### config.mk
export PLATFORM = sky130hd
export DESIGN_NAME = audio_serial_rx
export DESIGN_NICKNAME = d
export VERILOG_FILES = /design/src/rtl/audrx_pkg.sv /design/src/rtl/audrx_edge_sync.sv /design/src/rtl/audrx_framer.sv /design/src/rtl/audrx_assembler.sv /design/src/rtl/audio_serial_rx.sv
export SDC_FILE = /design/constraint.sdc
export NUM_CORES = 1
export LEC_CHECK = 0
export ABC_AREA = 1
export BUFFER_PORTS_ARGS = -buffer_cell sky130_fd_sc_hd__buf_2
export CORE_MARGIN = 2
export CORE_UTILIZATION = 40
export CTS_CLUSTER_DIAMETER = 120
export DETAILED_ROUTE_END_ITERATION = 10
export PLACE_DENSITY = 0.56
export SLEW_MARGIN = 10
export SYNTH_ARGS = -nofsm -noshare
export SYNTH_HDL_FRONTEND = slang
export SYNTH_HIERARCHICAL = 1
export SYNTH_SLANG_ARGS = --single-unit
### constraint.sdc
create_clock -name clk -period 10.1 [get_ports clk]
set_input_delay 3.03 -clock clk [delete_from_list [all_inputs] [get_ports clk]]
set_output_delay 3.03 -clock clk [all_outputs]
set_load 0.05 [all_outputs]
### src/rtl/audrx_pkg.sv
`timescale 1ns/1ps
package audrx_pkg;

  typedef enum logic [2:0] {
    FMT_I2S   = 3'd0,
    FMT_LJ    = 3'd1,
    FMT_RJ    = 3'd2,
    FMT_TDM8  = 3'd3,
    FMT_TDM16 = 3'd4
  } fmt_e;

  typedef struct packed {
    logic [3:0] slot;
    logic       right;
  } tag_t;

endpackage

### src/rtl/audrx_edge_sync.sv
`timescale 1ns/1ps
module audrx_edge_sync #(
  parameter int STAGES = 2
) (
  input  logic clk,
  input  logic rst_n,
  input  logic bclk,
  input  logic lrclk,
  input  logic sdata,
  input  logic bclk_inv,
  output logic stb,
  output logic lr_s,
  output logic dat_s
);

  logic [STAGES-1:0] b_sh, l_sh, d_sh;
  logic b_last;

  always_ff @(posedge clk) begin
    if (!rst_n) begin
      b_sh   <= '0;
      l_sh   <= '0;
      d_sh   <= '0;
      b_last <= 1'b0;
    end else begin
      b_sh   <= {b_sh[STAGES-2:0], bclk};
      l_sh   <= {l_sh[STAGES-2:0], lrclk};
      d_sh   <= {d_sh[STAGES-2:0], sdata};
      b_last <= b_sh[STAGES-1];
    end
  end

  // Sampling edge: rising edge of the polarity-adjusted bit clock.
  assign stb   = (b_sh[STAGES-1] ^ bclk_inv) & ~(b_last ^ bclk_inv);
  assign lr_s  = l_sh[STAGES-1];
  assign dat_s = d_sh[STAGES-1];

endmodule

### src/rtl/audrx_framer.sv
`timescale 1ns/1ps
module audrx_framer
  import audrx_pkg::*;
#(
  parameter int DATA_W    = 24,
  parameter int SLOT_BITS = 32,
  parameter int RJ_HALF   = 32,
  parameter int POS_W     = 7
) (
  input  logic             clk,
  input  logic             rst_n,
  input  logic             stb,
  input  logic             lr_in,
  input  fmt_e             fmt,
  input  logic             lr_inv,
  input  logic [1:0]       rj_code,
  input  logic             tdm_pulse,
  output logic             take,
  output logic             last,
  output logic             flush,
  output logic [POS_W-1:0] kidx,
  output tag_t             tag
);

  localparam logic [POS_W-1:0] POS_MAX  = '1;
  localparam logic [POS_W-1:0] SLOT_END = POS_W'(SLOT_BITS - 1);
  localparam logic [POS_W-1:0] OFF_L0   = POS_W'(RJ_HALF - DATA_W);
  localparam logic [POS_W-1:0] OFF_L1   = POS_W'(RJ_HALF - DATA_W + 4);
  localparam logic [POS_W-1:0] OFF_L2   = POS_W'(RJ_HALF - DATA_W + 8);
  localparam logic [POS_W-1:0] HALF_LEN = POS_W'(RJ_HALF);
  localparam logic [POS_W-1:0] FULL_LEN = POS_W'(DATA_W);

  logic is_tdm, is_rj, is_i2s, delay1;
  logic lr, lr_q, lr_q2, lrd, lrd_p;
  logic [1:0] prime_q;
  logic primed, edge_any, fs_2ch, fs_tdm, bound;
  logic [POS_W-1:0] pos_q, cur_pos, off, len, k;
  logic [4:0] slot_q, cur_slot, nslots;
  logic act_q, cur_act, right;

  assign is_tdm = (fmt == FMT_TDM8) || (fmt == FMT_TDM16);
  assign is_rj  = (fmt == FMT_RJ);
  assign is_i2s = !is_tdm && !is_rj && (fmt != FMT_LJ);
  assign delay1 = is_i2s || is_tdm;
  assign nslots = (fmt == FMT_TDM16) ? 5'd16 : 5'd8;

  // One-bit-late view of the frame clock in the formats whose MSB trails the edge.
  assign lr     = lr_in ^ lr_inv;
  assign lrd    = delay1 ? lr_q  : lr;
  assign lrd_p  = delay1 ? lr_q2 : lr_q;
  assign primed = (prime_q == 2'd2);

  assign edge_any = primed && (lrd != lrd_p);
  assign fs_2ch   = edge_any && (is_i2s ? !lrd : lrd);
  assign fs_tdm   = primed && (tdm_pulse ? (!lrd_p && lrd) : (lrd_p && !lrd));
  assign bound    = is_tdm ? fs_tdm : edge_any;

  always_comb begin
    if (bound) begin
      cur_pos  = '0;
      cur_slot = '0;
      cur_act  = is_tdm ? 1'b1 : (act_q || fs_2ch);
    end else if (is_tdm && pos_q == SLOT_END) begin
      cur_pos  = '0;
      cur_slot = slot_q + 5'd1;
      cur_act  = act_q && ((slot_q + 5'd1) < nslots);
    end else begin
      cur_pos  = (pos_q == POS_MAX) ? pos_q : pos_q + 1'b1;
      cur_slot = slot_q;
      cur_act  = act_q;
    end
  end

  always_comb begin
    case (rj_code)
      2'd0:    off = OFF_L0;
      2'd1:    off = OFF_L1;
      default: off = OFF_L2;
    endcase
    if (!is_rj) off = '0;
    len = is_rj ? (HALF_LEN - off) : FULL_LEN;
  end

  assign k     = cur_pos - off;
  assign take  = stb && cur_act && (cur_pos >= off) && (k < len);
  assign last  = take && (k == len - 1'b1);
  assign flush = stb && edge_any && !is_tdm;
  assign kidx  = k;

  assign right     = is_tdm ? (cur_slot >= (nslots >> 1)) : (is_i2s ? lrd : !lrd);
  assign tag.slot  = is_tdm ? cur_slot[3:0] : {3'b000, right};
  assign tag.right = right;

  always_ff @(posedge clk) begin
    if (!rst_n) begin
      lr_q    <= 1'b0;
      lr_q2   <= 1'b0;
      prime_q <= '0;
      pos_q   <= '0;
      slot_q  <= '0;
      act_q   <= 1'b0;
    end else if (stb) begin
      lr_q    <= lr;
      lr_q2   <= lr_q;
      prime_q <= primed ? prime_q : prime_q + 2'd1;
      pos_q   <= cur_pos;
      slot_q  <= cur_slot;
      act_q   <= cur_act;
    end
  end

endmodule

### src/rtl/audrx_assembler.sv
`timescale 1ns/1ps
module audrx_assembler
  import audrx_pkg::*;
#(
  parameter int DATA_W = 24,
  parameter int POS_W  = 7
) (
  input  logic              clk,
  input  logic              rst_n,
  input  logic              stb,
  input  logic              din,
  input  logic              take,
  input  logic              last,
  input  logic              flush,
  input  logic [POS_W-1:0]  kidx,
  input  tag_t              tag,
  output logic              out_valid,
  output logic [DATA_W-1:0] out_data,
  output tag_t              out_tag
);

  logic [DATA_W-1:0] w_q, w_nx;
  tag_t tag_q;
  logic pend_q;

  always_comb begin
    w_nx = w_q;
    if (take) begin
      if (kidx == '0) w_nx = '0;
      for (int i = 0; i < DATA_W; i++) begin
        if (i == DATA_W - 1 - int'(kidx)) w_nx[i] = din;
      end
    end
  end

  always_ff @(posedge clk) begin
    if (!rst_n) begin
      w_q       <= '0;
      tag_q     <= '0;
      pend_q    <= 1'b0;
      out_valid <= 1'b0;
      out_data  <= '0;
      out_tag   <= '0;
    end else begin
      out_valid <= 1'b0;
      if (stb) begin
        if (flush && pend_q) begin
          out_valid <= 1'b1;
          out_data  <= w_q;
          out_tag   <= tag_q;
          pend_q    <= 1'b0;
        end
        if (take) begin
          w_q <= w_nx;
          if (kidx == '0) begin
            tag_q  <= tag;
            pend_q <= 1'b1;
          end
          if (last) begin
            out_valid <= 1'b1;
            out_data  <= w_nx;
            out_tag   <= (kidx == '0) ? tag : tag_q;
            pend_q    <= 1'b0;
          end
        end
      end
    end
  end

  // a bit past the MSB only lands in a word that is still open
  a_r5_cont_in_open_word: assert property (@(posedge clk) disable iff (!rst_n)
    (stb && take && kidx != '0) |-> pend_q);

endmodule

### src/rtl/audio_serial_rx.sv
`timescale 1ns/1ps
module audio_serial_rx
  import audrx_pkg::*;
#(
  parameter int DATA_W      = 24,
  parameter int SLOT_BITS   = 32,
  parameter int RJ_HALF     = 32,
  parameter int SYNC_STAGES = 2
) (
  input  logic              clk,
  input  logic              rst_n,
  input  logic [7:0]        cfg_word,
  input  logic              bclk,
  input  logic              lrclk,
  input  logic              sdata,
  output logic              out_valid,
  output logic [DATA_W-1:0] out_data,
  output logic [3:0]        out_slot,
  output logic              out_right
);

  localparam int SPAN  = (SLOT_BITS > 2 * RJ_HALF) ? SLOT_BITS : 2 * RJ_HALF;
  localparam int POS_W = $clog2(SPAN) + 1;

  fmt_e fmt;
  logic stb, lr_s, dat_s, take, last, flush;
  logic [POS_W-1:0] kidx;
  tag_t tag, out_tag;

  assign fmt = fmt_e'(cfg_word[2:0]);

  audrx_edge_sync #(.STAGES(SYNC_STAGES)) u_sync (
    .clk(clk), .rst_n(rst_n), .bclk(bclk), .lrclk(lrclk), .sdata(sdata),
    .bclk_inv(cfg_word[3]), .stb(stb), .lr_s(lr_s), .dat_s(dat_s)
  );

  audrx_framer #(
    .DATA_W(DATA_W), .SLOT_BITS(SLOT_BITS), .RJ_HALF(RJ_HALF), .POS_W(POS_W)
  ) u_framer (
    .clk(clk), .rst_n(rst_n), .stb(stb), .lr_in(lr_s), .fmt(fmt),
    .lr_inv(cfg_word[4]), .rj_code(cfg_word[6:5]), .tdm_pulse(cfg_word[7]),
    .take(take), .last(last), .flush(flush), .kidx(kidx), .tag(tag)
  );

  audrx_assembler #(.DATA_W(DATA_W), .POS_W(POS_W)) u_asm (
    .clk(clk), .rst_n(rst_n), .stb(stb), .din(dat_s), .take(take), .last(last),
    .flush(flush), .kidx(kidx), .tag(tag), .out_valid(out_valid),
    .out_data(out_data), .out_tag(out_tag)
  );

  assign out_slot  = out_tag.slot;
  assign out_right = out_tag.right;

  // strobe is a single cycle
  a_r10_single_pulse: assert property (@(posedge clk) disable iff (!rst_n)
    out_valid |=> !out_valid);

  // two-channel words carry slot 0/1 matching the side flag
  a_r1_two_ch_slot: assert property (@(posedge clk) disable iff (!rst_n)
    (out_valid && fmt != FMT_TDM8 && fmt != FMT_TDM16) |-> (out_slot == {3'b000, out_right}));

  // eight-slot frames stay in range, second half flagged
  a_r6_tdm8_half: assert property (@(posedge clk) disable iff (!rst_n)
    (out_valid && fmt == FMT_TDM8) |-> (!out_slot[3] && out_right == out_slot[2]));

  // sixteen-slot frames flag slots 8..15
  a_r7_tdm16_half: assert property (@(posedge clk) disable iff (!rst_n)
    (out_valid && fmt == FMT_TDM16) |-> (out_right == out_slot[3]));

  // 16-bit right-justified words leave the low byte zero
  a_r3_rj16_zero_fill: assert property (@(posedge clk) disable iff (!rst_n)
    (out_valid && fmt == FMT_RJ && cfg_word[6]) |-> (out_data[7:0] == 8'h00));

endmodule

# Word level (Yosys, flattened, before mapping)
# Index checks and enable logic that the tools add are counted.
# totals
regBits	84
in_bits	13
out_inout_bits	30
# classes
add_sub_neg	7
magnitude_cmp	4
n_eq_ne	33
mux	59
n_bitwise	6
reduce_logical	29
# op_table
cell	count
5-bit by 32-bit == test with 1-bit output, first input constant	8
6-bit by 32-bit == test with 1-bit output, first input constant	8
4-bit by 32-bit == test with 1-bit output, first input constant	4
24-bit two-way mux	4
3-bit by 32-bit == test with 1-bit output, first input constant	2
1-bit two-way mux	41
5-bit two-way mux	8
2-bit by 32-bit == test with 1-bit output, first input constant	1
32-bit zero test	1
7-bit two-way mux	4
1-bit logical AND	16
5-bit case mux with 2 select lines	1
5-bit by 7-bit subtractor with 8-bit output, first input constant	1
7-bit by 1-bit adder with 7-bit output, second input constant	1
7-bit by 5-bit == test with 1-bit output, second input constant	1
7-bit == test	1
7-bit == test, second input constant	1
7-bit by 5-bit greater-or-equal comparator with 1-bit output	1
7-bit zero test	1
7-bit less-than comparator	1
6-bit by 5-bit subtractor with 7-bit output, first input constant	1
7-bit by 1-bit subtractor with 7-bit output, second input constant	1
7-bit by 5-bit subtractor with 7-bit output	1
3-bit by 2-bit == test with 1-bit output, second input constant	2
other kinds (17)	27

# Longest topological paths before layout
# Gate-level depths: netlist of run 1.
# logic_depth
depth_word	19
mapped_depth	35

# By module
# Netlist of run 1, hierarchy kept.
# by_module_without_submodules
mod	instances	cells_each	area_per_inst_um2	seq_area_each_um2
audrx_assembler	1	604	3637.2	1201.2
audrx_framer	1	251	1595.3	340.3
audrx_edge_sync	1	30	226.5	140.1

# Worst setup path after synthesis of run 1
# OpenSTA, ideal clock, no wires.
# synth_timing
path_type	in2reg
startpoint	input cfg_word[1]
endpoint	register u_asm.out_data[18]
setup_time_ns	0.132
t_arrival_ns	6.833
t_required_ns	9.968
setup_slack_ns	3.135
path_stages	31
path_buffers	2
path_cell_list	inv_1 nor2_1 nand2_1 nand2_1 inv_1 a21oi_1 inv_1 ha_1 nor2_2 nand3_1 nand2_1 nor2_1 inv_1 ha_1 inv_1 fa_1 ha_1 inv_1 nor2_1 o21ai_0 nand2_1 nor2_1 nand3_2 nor2_2 nand2_1 inv_1 buf_2 buf_2 nand3_1 nand2_1 a21oi_1
# synth_between
elab_chain_len	19
# synth_lines
item	line	source
start, declared	audio_serial_rx.sv:12	input logic [7:0] cfg_word,
3-bit by 2-bit == test with 1-bit output or 3-bit == test (tied branches)	audrx_framer.sv:41	assign is_tdm = (fmt == FMT_TDM8) || (fmt == FMT_TDM16);
1-bit logical OR	audrx_framer.sv:41	
1-bit zero test	audrx_framer.sv:43	assign is_i2s = !is_tdm && !is_rj && (fmt != FMT_LJ);
1-bit logical AND (2 in a row)	audrx_framer.sv:43	
1-bit logical OR	audrx_framer.sv:44	assign delay1 = is_i2s || is_tdm;
1-bit two-way mux, on equally long branches	audrx_framer.sv:49, audrx_framer.sv:50	
1-bit zero test	audrx_framer.sv:55	assign fs_tdm = primed && (tdm_pulse ? (!lrd_p && lrd) : (lrd_p && !lrd));
1-bit logical AND	audrx_framer.sv:55	
[... 4 more ...]	-	
named net u_framer.cur_pos[2]	audrx_framer.sv:37	logic [POS_W-1:0] pos_q, cur_pos, off, len, k;
7-bit by 5-bit subtractor with 7-bit output *	audrx_framer.sv:84	assign k = cur_pos - off;
named net kidx[3]	audio_serial_rx.sv:27	logic [POS_W-1:0] kidx;
7-bit less-than comparator	audrx_framer.sv:85	assign take = stb && cur_act && (cur_pos >= off) && (k < len);
1-bit logical AND	audrx_framer.sv:85	
1-bit logical AND *	audrx_framer.sv:86	assign last = take && (k == len - 1'b1);
named net last	audio_serial_rx.sv:26	logic stb, lr_s, dat_s, take, last, flush;
24-bit two-way mux *	audrx_assembler.sv:59	if (last) begin
24-bit two-way mux *	audrx_assembler.sv:53	if (take) begin
end signal, assigned	audrx_assembler.sv:49	out_data <= w_q;
end signal, assigned	audrx_assembler.sv:61	out_data <= w_nx;
end, declared	audrx_assembler.sv:18	output logic [DATA_W-1:0] out_data,
# The timed path passes the listed nets; every way through them passes the cells marked *.
# A chain may end at the register's enable or synchronous reset.

# Worst setup path after layout of run 1
# layout_timing
startpoint	input cfg_word[1]
endpoint	register u_asm.out_data[4]
# The elaborated chain is that of the path after synthesis.

==> results.md, run 1 <==
* Final ANT Viol Nets at 0
* Warnings from Yosys at 6
* CTS tree: yes
* Area of the multi-input gates at 2980 sq um
* Hold Startpoint: u_sync/l_sh[0]
* DRC viols at 0
* Final wirelength at 13.9 mm
* Total gr overflow at 0
* Netlist cell types at 36
* Core Box Area at 13300 sq um
* Fin cells at 1081
* Post-synthesis register bit count at 84
* Gp weighted congestion at 0.792
* Share of Yosys cell area claimed by the top area cell type at 30.8%
* Root buf cell: clkbuf_16
* Setup bufs post-CTS at 0
* Most common cell on crit path: inv_1
* Place WS at 1.89 ns
* Leakage at 2.93 nW
* Total power at 796 uW
* Top cells by area, synth: dfxtp_1, nand2_1, nand3_1, inv_1, a21oi_1
* Hold path depth at 2
* Cell taking the most area after synthesis: dfxtp_1
* P per Cell Area at 132 nW/um^2
* Register area at 1680 sq um
* Worst flop-to-flop path startpoint: u_sync/l_sh[1]
* H-Tree Depth at 3
* Max Freq at 127 MHz
* Crit Path Category: in2reg
* Layout Nets at 930
* P&R area growth vs syn at 10.3%
* Chip width at 121 um
* Wire length of the first global-routing pass at 23.5 mm
* Reg-to-reg endpoint: u_asm/out_data[4]
* Vias in the first global route at 4629
* Slew headroom at 33.2%
* Worst R2R Setup Slack at 4.89 ns
* Fin crit share at 77.9%
* Final hold violation count at 0
* Register area share after synthesis at 30.8%
* Commonest cells after routing, fill and taps aside: nand2_1, inv_1, nand3_1, dfxtp_1
* Crit start category: input pin
* Clock buffer depth at 2
* Starting DRT DRC Count at 270
* Diode count at 0
* RSZ-0062 raised after global routing: false
* Share of layout cells above drive strength 1 at 10.4%
* Port bufs at 42
* Cell row count at 42
* Hpwl dp at 9.04 mm
* Total CTS buffers at 9
* Mapped Avg Cell Area at 6.17 sq um
* Clock Skews at 0.00575 ns
* Post-Place Cells at 1065
* Pins Over Slew Limit at 0
* Status: completed
* Critical Path AT at 8.08 ns
* Initial Util at 41.1%
* Slowest stage delay, CP at 0.78 ns
* Vert. Die Dim at 121 um
* Synthesized instance count at 885
* Setup TNS at 0 ns
* FF-to-FF path depth at 28
* Vias at 5191
* Clock Sinks at 84
* Total GRT Usage at 20.1%
* Hold Slack at 0.415 ns
* Crit path max fanout at 32
* Resize count post-CTS at 0
* Clk_lat worst skew at 0.35 ns
* CTS clk-pin slew, worst paths at 0.06 ns
* Routed wire per std cell at 12.9 um
* Slack of the critical path at 2.23 ns
* Tightest Pin Transition at 1.00 ns
* Mapped Area at 5460 sq um
* Hold WC Path Type: reg2reg
* Required @ worst endpoint at 10.31 ns
* Net Count, Synth at 915
* Drt pass-1 iters at 5
* IO Pins at 43
* Final Setup Violations at 0
* Worst path slowest cell: inv_1
* Crit path time final at 7.87 ns
* Pin count of the biggest net entering global routing at 57
* Initial antenna violation count at 0
* Crit end category: flop
* Max rail drop VDD at 78.4 uV
* Hold_buf cts at 0
* Die footprint at 14600 sq um
* Max-cap check violation count at 0
* Filler Cell Count at 1466
* Most common cell after layout, fill and taps aside: nand2_1
* Vias per cell at 4.80
* Min-Delay Endpoint: u_sync/l_sh[1]
## cell families (layout without fill, tap and decap cells)
logic type / after synthesis / in the layout / synth area share [%]
compound gates: 127 / 127 / 13.3
xor+xnor: 7 / 7 / 1.26
fa+ha+maj: 17 / 17 / 4.03
buf+inv: 198 / 218 / 14.6
flops: 84 / 84 / 30.8
mux: 1 / 1 / 0.206
other cells: 1 / 1 / 0.0687
simple gates: 450 / 450 / 35.7
## worst max-delay path: cells and delay by family
kind | cells | cell delay (ns)
adders and majority gates | 4 | 1.41
AOI/OAI and AO/OA | 3 | 0.38
and+or+nand+nor | 15 | 1.69
buffers and inverters | 9 | 1.54
## area by class of cell
type | instances | area share (%)
well taps | 176 | 3.66
repair buffers | 46 | 3.99
clock inverters | 3 | 0.727
flip-flops and latches | 84 | 27.9
multi-input cells | 603 | 49.5
inverters | 156 | 9.73
clock buffers | 13 | 4.49
## cell usage after synthesis (all sizes together)
library cell  count
a21oi            62
a31oi             1
buf              26
clkbuf           16
conb              1
dfxtp            84
fa                1
ha               16
inv             156
mux2              1
nand2           249
nand3           119
nand4             6
nor2             72
nor3              1
o211ai           28
o21ai            35
o31ai             1
or2               3
xnor2             5
xor2              2
## through the flow
step                utilization, %  cell area (sq um)
finish                        45.3               6020
global route                  45.3               6020
global placement              42.9               5710
floorplan                        -               5460
detailed placement            42.9               5710
CTS                           45.3               6020
## state kept, by name (all words and copies together) (netlist names)
| signal | count |
|---|---|
| u_asm/out_data | 24 |
| u_asm/w_q | 24 |
| u_framer/pos_q | 7 |
| u_asm/out_tag | 5 |
| u_asm/tag_q | 5 |
| u_framer/slot_q | 5 |
| u_framer/prime_q | 2 |
| u_sync/b_sh | 2 |
| u_sync/d_sh | 2 |
| u_sync/l_sh | 2 |
| u_asm/out_valid | 1 |
| u_asm/pend_q | 1 |
| u_framer/act_q | 1 |
| u_framer/lr_q | 1 |
| u_framer/lr_q2 | 1 |
| u_sync/b_last | 1 |
## layer usage
metal / up-vias / GRT usage (%) / part of all wire, %
met5: - / 0 / 0
met3: 14 / 2.64 / 2.7
met2: 68 / 30.6 / 43
met1: 2291 / 29.2 / 53
met4: 0 / 6.90 / 1.5
li1: 2818 / - / -
## how the worst max path moves through the flow
stage                     depth (start not counted)            endpoint   startpoint
final                                            31   u_asm/out_data[4]  cfg_word[1]
after global routing                             31   u_asm/out_data[9]  cfg_word[1]
after CTS                                        31   u_asm/out_data[5]  cfg_word[1]
after detailed placement                         31   u_asm/out_data[5]  cfg_word[1]
after global placement                           31   u_asm/out_data[4]  cfg_word[1]
after floorplan                                  31  u_asm/out_data[18]  cfg_word[1]
## report_power, final
part / switching [mW] / internal, mW
combinational: 0.0746 / 0.0270
sequential: 0.00561 / 0.336
clock: 0.140 / 0.212
(Power assumes the default switching activity.)
==> inputs of run 2 (changes only) <==
- clock period: 10.1 -> 8 ns (I/O delays scaled with it)
==> run 2 against run 1 <==
Compared with the run above: sequential power up 26%; clock power up 17%; via count about the same; worst setup slack worse by 1.0 ns; non-clock buffer count up 3; clock skew about the same; flip-flop and latch count unchanged; largest power group is now registers; hold slack better by 0.00052 ns; die area unchanged; utilization down 0.066 points; global-route usage down 0.23 points; combinational power up 25%.
==> results.md, run 2 (synthesis results as in run 1) <==
* Status: completed
* Initial antenna violation count at 0 (unchanged)
* P&R area growth vs syn at 10.1%
* Clk pwr share at 42.5% (-1.7 points)
* Initial Util at 41.1% (unchanged)
* Cell row count at 42 (unchanged)
* Total power at 972 uW (+22%)
* Clock Sinks at 84 (unchanged)
* Critical Path AT at 7.03 ns (-1.05 ns)
* Max-cap check violation count at 0 (unchanged)
* Most common cell after layout, fill and taps aside: nand2_1
* Final hold violation count at 0 (unchanged)
* Slew headroom at 42.2% (+9.0 points)
* Port bufs at 42 (unchanged)
* Tightest Pin Transition at 0.867 ns (-0.135 ns)
* DRC viols at 0 (unchanged)
* Crit Path Category: in2reg
* Clk_lat worst skew at 0.35 ns (about the same)
* Total gr overflow at 0 (unchanged)
* Routed wire per std cell at 12.8 um (-0.79%)
* Worst path slowest cell: fa_1
* Clock buffer depth at 2 (unchanged)
* Hold WC Path Type: reg2reg
* IO Pins at 43 (unchanged)
* Root buf cell: clkbuf_16
* Final Setup Violations at 0 (unchanged)
* Max Freq at 147 MHz
* Total GRT Usage at 19.9% (-0.23 points)
* Crit start category: input pin
* Sw Ratio at 28.2% (+0.52 points)
* Die footprint at 14600 sq um (unchanged)
* Clock Skews at 0.00622 ns (+0.000470 ns)
* Vert. Die Dim at 121 um (unchanged)
* Share of layout cells above drive strength 1 at 10.6% (+0.20 points)
* Pins Over Slew Limit at 0 (unchanged)
* Hold Slack at 0.415 ns (+0.000522 ns)
* Setup bufs post-CTS at 0 (unchanged)
* Chip width at 121 um (unchanged)
* Most common cell on crit path: inv_1
* Setup TNS at 0 ns (unchanged)
* Total CTS buffers at 9 (unchanged)
* Hold_buf cts at 0 (unchanged)
* Final ANT Viol Nets at 0 (unchanged)
* Drt pass-1 iters at 6 (+1)
* Resize count post-CTS at 0 (unchanged)
* Crit end category: flop
* Crit path time final at 6.82 ns
* Comb power frac at 13.1% (+0.3 points)
* Fin crit share at 85.2%
* P per Cell Area at 162 nW/um^2 (+22%)
* H-Tree Depth at 3 (unchanged)
* Gp weighted congestion at 0.802 (+1.3%)
* CTS clk-pin slew, worst paths at 0.06 ns (about the same)
* Starting DRT DRC Count at 300 (+11%)
* Commonest cells after routing, fill and taps aside: nand2_1, inv_1, nand3_1, dfxtp_1
* Diode count at 0 (unchanged)
* Core Box Area at 13300 sq um (unchanged)
* Layout Nets at 933 (+0.32%)
* Max rail drop VDD at 106 uV (+35%)
* CTS tree: yes
* Crit path max fanout at 16 (-50%)
* Wire length of the first global-routing pass at 23.3 mm (-0.64%)
* Vias in the first global route at 4806 (+3.8%)
* RSZ-0062 raised after global routing: false
* Int Power at 698 uW (+21%)
* Register share of total power at 44.4% (+1.4 points)
* Final wirelength at 13.8 mm (-0.60%)
* Pin count of the biggest net entering global routing at 57 (unchanged)
* Hpwl dp at 9.34 mm (+3.2%)
* Top Registers: u_asm/out_data (24), u_asm/w_q (24), u_framer/pos_q (7)
* Vias per cell at 4.80 (-0.11%)
* Required @ worst endpoint at 8.21 ns (-2.10 ns)
* P_sw at 274 uW (+24%)
* Vias at 5195 (+0.077%)
* Leakage at 2.94 nW (about the same)
* Slowest stage delay, CP at 0.67 ns (-0.11 ns)
## run 2: cell count changes in the layout (fill, tap and decap cells not counted)
cell      before  now
clkbuf_8       3    0
buf_4          4    7
clkinv_2       1    3
## run 2: final timing paths
check	slack, ns	end	start	cells after the start
worst max register to register	3.23	u_asm/out_data[11]	u_sync/l_sh[1]	28
worst min register to register	0.42	u_sync/b_sh[1]	u_sync/b_sh[0]	2
worst min-delay path	0.42	u_sync/b_sh[1]	u_sync/b_sh[0]	2
worst max-delay path	1.18	u_asm/out_data[11]	cfg_word[1]	31
## run 2: layout make-up
type	count	area, sq um
inverters	156	586
clock inverters	5	53.8
repair buffers	49	263
flip-flops and latches	84	1680
clock buffers	10	229
multi-input cells	603	2980
well taps	176	220
fillers	1387	7280
## run 2: metrics by stage
step / instances / setup slack (ns) / utilization, % / area (sq um)
floorplan: 885 / 1.66 / - / 5460
global placement: 1068 / 0.958 / 43.1 / 5730
detailed placement: 1068 / 0.864 / 43.1 / 5730
CTS: 1083 / 1.23 / 45.2 / 6010
global route: 1083 / 0.679 / 45.2 / 6010
finish: 1083 / 1.18 / 45.2 / 6010
## run 2: power groups by stage
stage | registers [mW] | logic (mW) | clock network, mW
2_1_floorplan | 0.438 | 0.106 | 0
3_3_place_gp | 0.441 | 0.127 | 0
3_5_place_dp | 0.441 | 0.128 | 0
4_1_cts | 0.431 | 0.128 | 0.425
5_1_grt | 0.432 | 0.146 | 0.441
6_report | 0.431 | 0.128 | 0.413
## run 2: per-layer routing
layer	vias to the layer above	share of wire, %	GRT usage, %
met5	-	0	0
met4	0	1.8	7.27
met2	83	43	31.5
met3	17	3.6	2.97
li1	2820	-	-
met1	2275	52	27.4
## run 2: critical path, delay by kind of cell
| kind | cells | cell delay, ns |
|---|---|---|
| AOI/OAI and AO/OA | 3 | 0.40 |
| adders and majority gates | 4 | 1.40 |
| buffers and inverters | 9 | 1.04 |
| and+or+nand+nor | 15 | 1.78 |
==> inputs of run 3 (changes only) <==
- CTS_BUF_LIST: unset -> sky130_fd_sc_hd__clkbuf_4
==> run 3 against run 2 <==
Compared with the run above: critical path depth unchanged; utilization down 1.2 points; flip-flop and latch count unchanged; critical path type unchanged; critical endpoint is now u_asm/w_q[14]; largest power group unchanged.
==> results.md, run 3 (synthesis results as in run 1) <==
* Hold Slack at 0.428 ns (+0.0125 ns)
* P&R area growth vs syn at 7.31%
* Cell row count at 42 (unchanged)
* Slew headroom at 42.4% (+0.21 points)
* Most common cell on crit path: inv_1
* Worst R2R Setup Slack at 3.21 ns (-0.02 ns)
* Hold WC Path Type: reg2reg
* Die footprint at 14600 sq um (unchanged)
* Comb power frac at 15.8% (+2.7 points)
* Vias in the first global route at 4812 (+0.12%)
* Clock buffer depth at 2 (unchanged)
* Worst path slowest cell: fa_1
* RSZ-0062 raised after global routing: false
* Required @ worst endpoint at 8.37 ns (+0.16 ns)
* Critical Path AT at 7.06 ns (+0.03 ns)
* Reg-to-reg endpoint: u_asm/w_q[14]
* Area of the multi-input gates at 2980 sq um (unchanged)
* Pin count of the biggest net entering global routing at 57 (unchanged)
* Setup bufs post-CTS at 0 (unchanged)
* Vias at 5222 (+0.52%)
* CTS tree: yes
* Root buf cell: clkbuf_4
* Slowest stage delay, CP at 0.68 ns (about the same)
* Port bufs at 42 (unchanged)
* Crit path max fanout at 24 (+8)
* Hold Startpoint: u_sync/b_sh[0]
* P_sw at 254 uW (-7.5%)
* Crit end category: flop
* Max-cap check violation count at 0 (unchanged)
* Register area at 1680 sq um (unchanged)
* Pins Over Slew Limit at 0 (unchanged)
* Crit Path Category: in2reg
* Crit path time final at 6.70 ns (-0.123 ns)
* Layout Nets at 933 (unchanged)
* Total GRT Usage at 19.8% (-0.099 points)
* Tightest Pin Transition at 0.863 ns (-0.00318 ns)
* Drt pass-1 iters at 5 (-1)
* Total gr overflow at 0 (unchanged)
* Status: completed
* Share of layout cells above drive strength 1 at 10.7% (+0.11 points)
* Total CTS buffers at 9 (unchanged)
* Most common cell after layout, fill and taps aside: nand2_1
* Top Registers: u_asm/out_data (24), u_asm/w_q (24), u_framer/pos_q (7)
* Final wirelength at 13.8 mm (-0.27%)
* CTS clk-pin slew, worst paths at 0.12 ns (+0.06 ns)
* Core Box Area at 13300 sq um (unchanged)
* Routed wire per std cell at 12.7 um (-0.27%)
* Final Setup Violations at 0 (unchanged)
* Clk pwr share at 30.8% (-12 points)
* Vert. Die Dim at 121 um (unchanged)
* Filler Cell Count at 1414 (+1.9%)
* Diode count at 0 (unchanged)
* Fin crit share at 83.7% (-1.5 points)
* Sw Ratio at 31.4% (+3.2 points)
* Hold path depth at 2 (unchanged)
* Wire length of the first global-routing pass at 23.3 mm (-0.15%)
* Vias per cell at 4.82 (+0.52%)
* P per Cell Area at 138 nW/um^2 (-15%)
* DRC viols at 0 (unchanged)
* Worst flop-to-flop path startpoint: u_sync/l_sh[1]
* Setup TNS at 0 ns (unchanged)
* Starting DRT DRC Count at 273 (-9.0%)
* Commonest cells after routing, fill and taps aside: nand2_1, inv_1, nand3_1, dfxtp_1
* Hpwl dp at 9.34 mm (unchanged)
* Crit start category: input pin
* Resize count post-CTS at 0 (unchanged)
* H-Tree Depth at 3 (unchanged)
* Clock Sinks at 84 (unchanged)
* FF-to-FF path depth at 28 (unchanged)
* Hold_buf cts at 0 (unchanged)
* Initial antenna violation count at 0 (unchanged)
* Initial Util at 41.1% (unchanged)
* Register share of total power at 53.4% (+9.0 points)
* Min-Delay Endpoint: u_sync/b_sh[1]
* Int Power at 555 uW (-20%)
* Gp weighted congestion at 0.802 (unchanged)
* Clock Skews at 0.0159 ns (+0.00967 ns)
* IO Pins at 43 (unchanged)
* Max rail drop VDD at 86.1 uV (-19%)
* Leakage at 2.87 nW (-2.3%)
* Final hold violation count at 0 (unchanged)
* Chip width at 121 um (unchanged)
* Final ANT Viol Nets at 0 (unchanged)
* Max Freq at 149 MHz (+1.8%)
* Clk_lat worst skew at 0.47 ns (+0.12 ns)
==> run 3: worst max-delay path, delay by kind of cell <==
kind	cells	cell delay [ns]
AO/OA/AOI/OAI	3	0.43
adder cells (fa/ha/maj)	4	1.41
buffers and inverters	11	1.39
AND/OR/NAND/NOR	13	1.41
==> run 3: cell type report <==
| type | count | share of cell area, % |
|---|---|---|
| Timing Repair Buffer | 49 | 4.49 |
| Tap cell | 176 | 3.76 |
| Clock buffer | 10 | 1.28 |
| Inverter | 156 | 10.0 |
| Sequential cell | 84 | 28.7 |
| Clock inverter | 5 | 0.918 |
| Multi-Input combinational cell | 603 | 50.9 |
==> run 3: worst max path at each step <==
stage / slack (ns) / from / to / cells after the start
after floorplan: 1.66 / cfg_word[1] / u_asm/out_data[18] / 31
after global placement: 0.96 / cfg_word[1] / u_asm/w_q[14] / 31
after detailed placement: 0.86 / cfg_word[1] / u_asm/w_q[14] / 31
after CTS: 1.37 / cfg_word[1] / u_asm/w_q[11] / 31
after global routing: 0.84 / cfg_word[1] / u_asm/out_data[11] / 31
final: 1.30 / cfg_word[1] / u_asm/w_q[14] / 31
==> run 3: layer usage <==
layer  up-vias  wire [um]  track usage (%)
li1       2825          -                -
met1      2290       7110             27.1
met2        88       5960             31.9
met3        19        497             3.11
met4         0        210             6.40
met5         -          0                0
==> run 3: power by group through the flow <==
stage	registers [mW]	clock network, mW	logic, mW
after floorplan	0.438	0	0.106
after global placement	0.441	0	0.127
after detailed placement	0.441	0	0.128
after CTS	0.432	0.262	0.128
after global routing	0.433	0.277	0.146
final	0.432	0.249	0.128
==> run 3: through the flow <==
step | cell area [sq um] | cells | utilization (%) | power, mW | setup slack (ns)
2_1_floorplan | 5460 | 885 | - | 0.544 | 1.66
6_report | 5860 | 1083 | 44.1 | 0.809 | 1.30
4_1_cts | 5860 | 1083 | 44.1 | 0.822 | 1.37
3_3_place_gp | 5730 | 1068 | 43.1 | 0.568 | 0.958
3_5_place_dp | 5730 | 1068 | 43.1 | 0.569 | 0.864
5_1_grt | 5860 | 1083 | 44.1 | 0.856 | 0.837
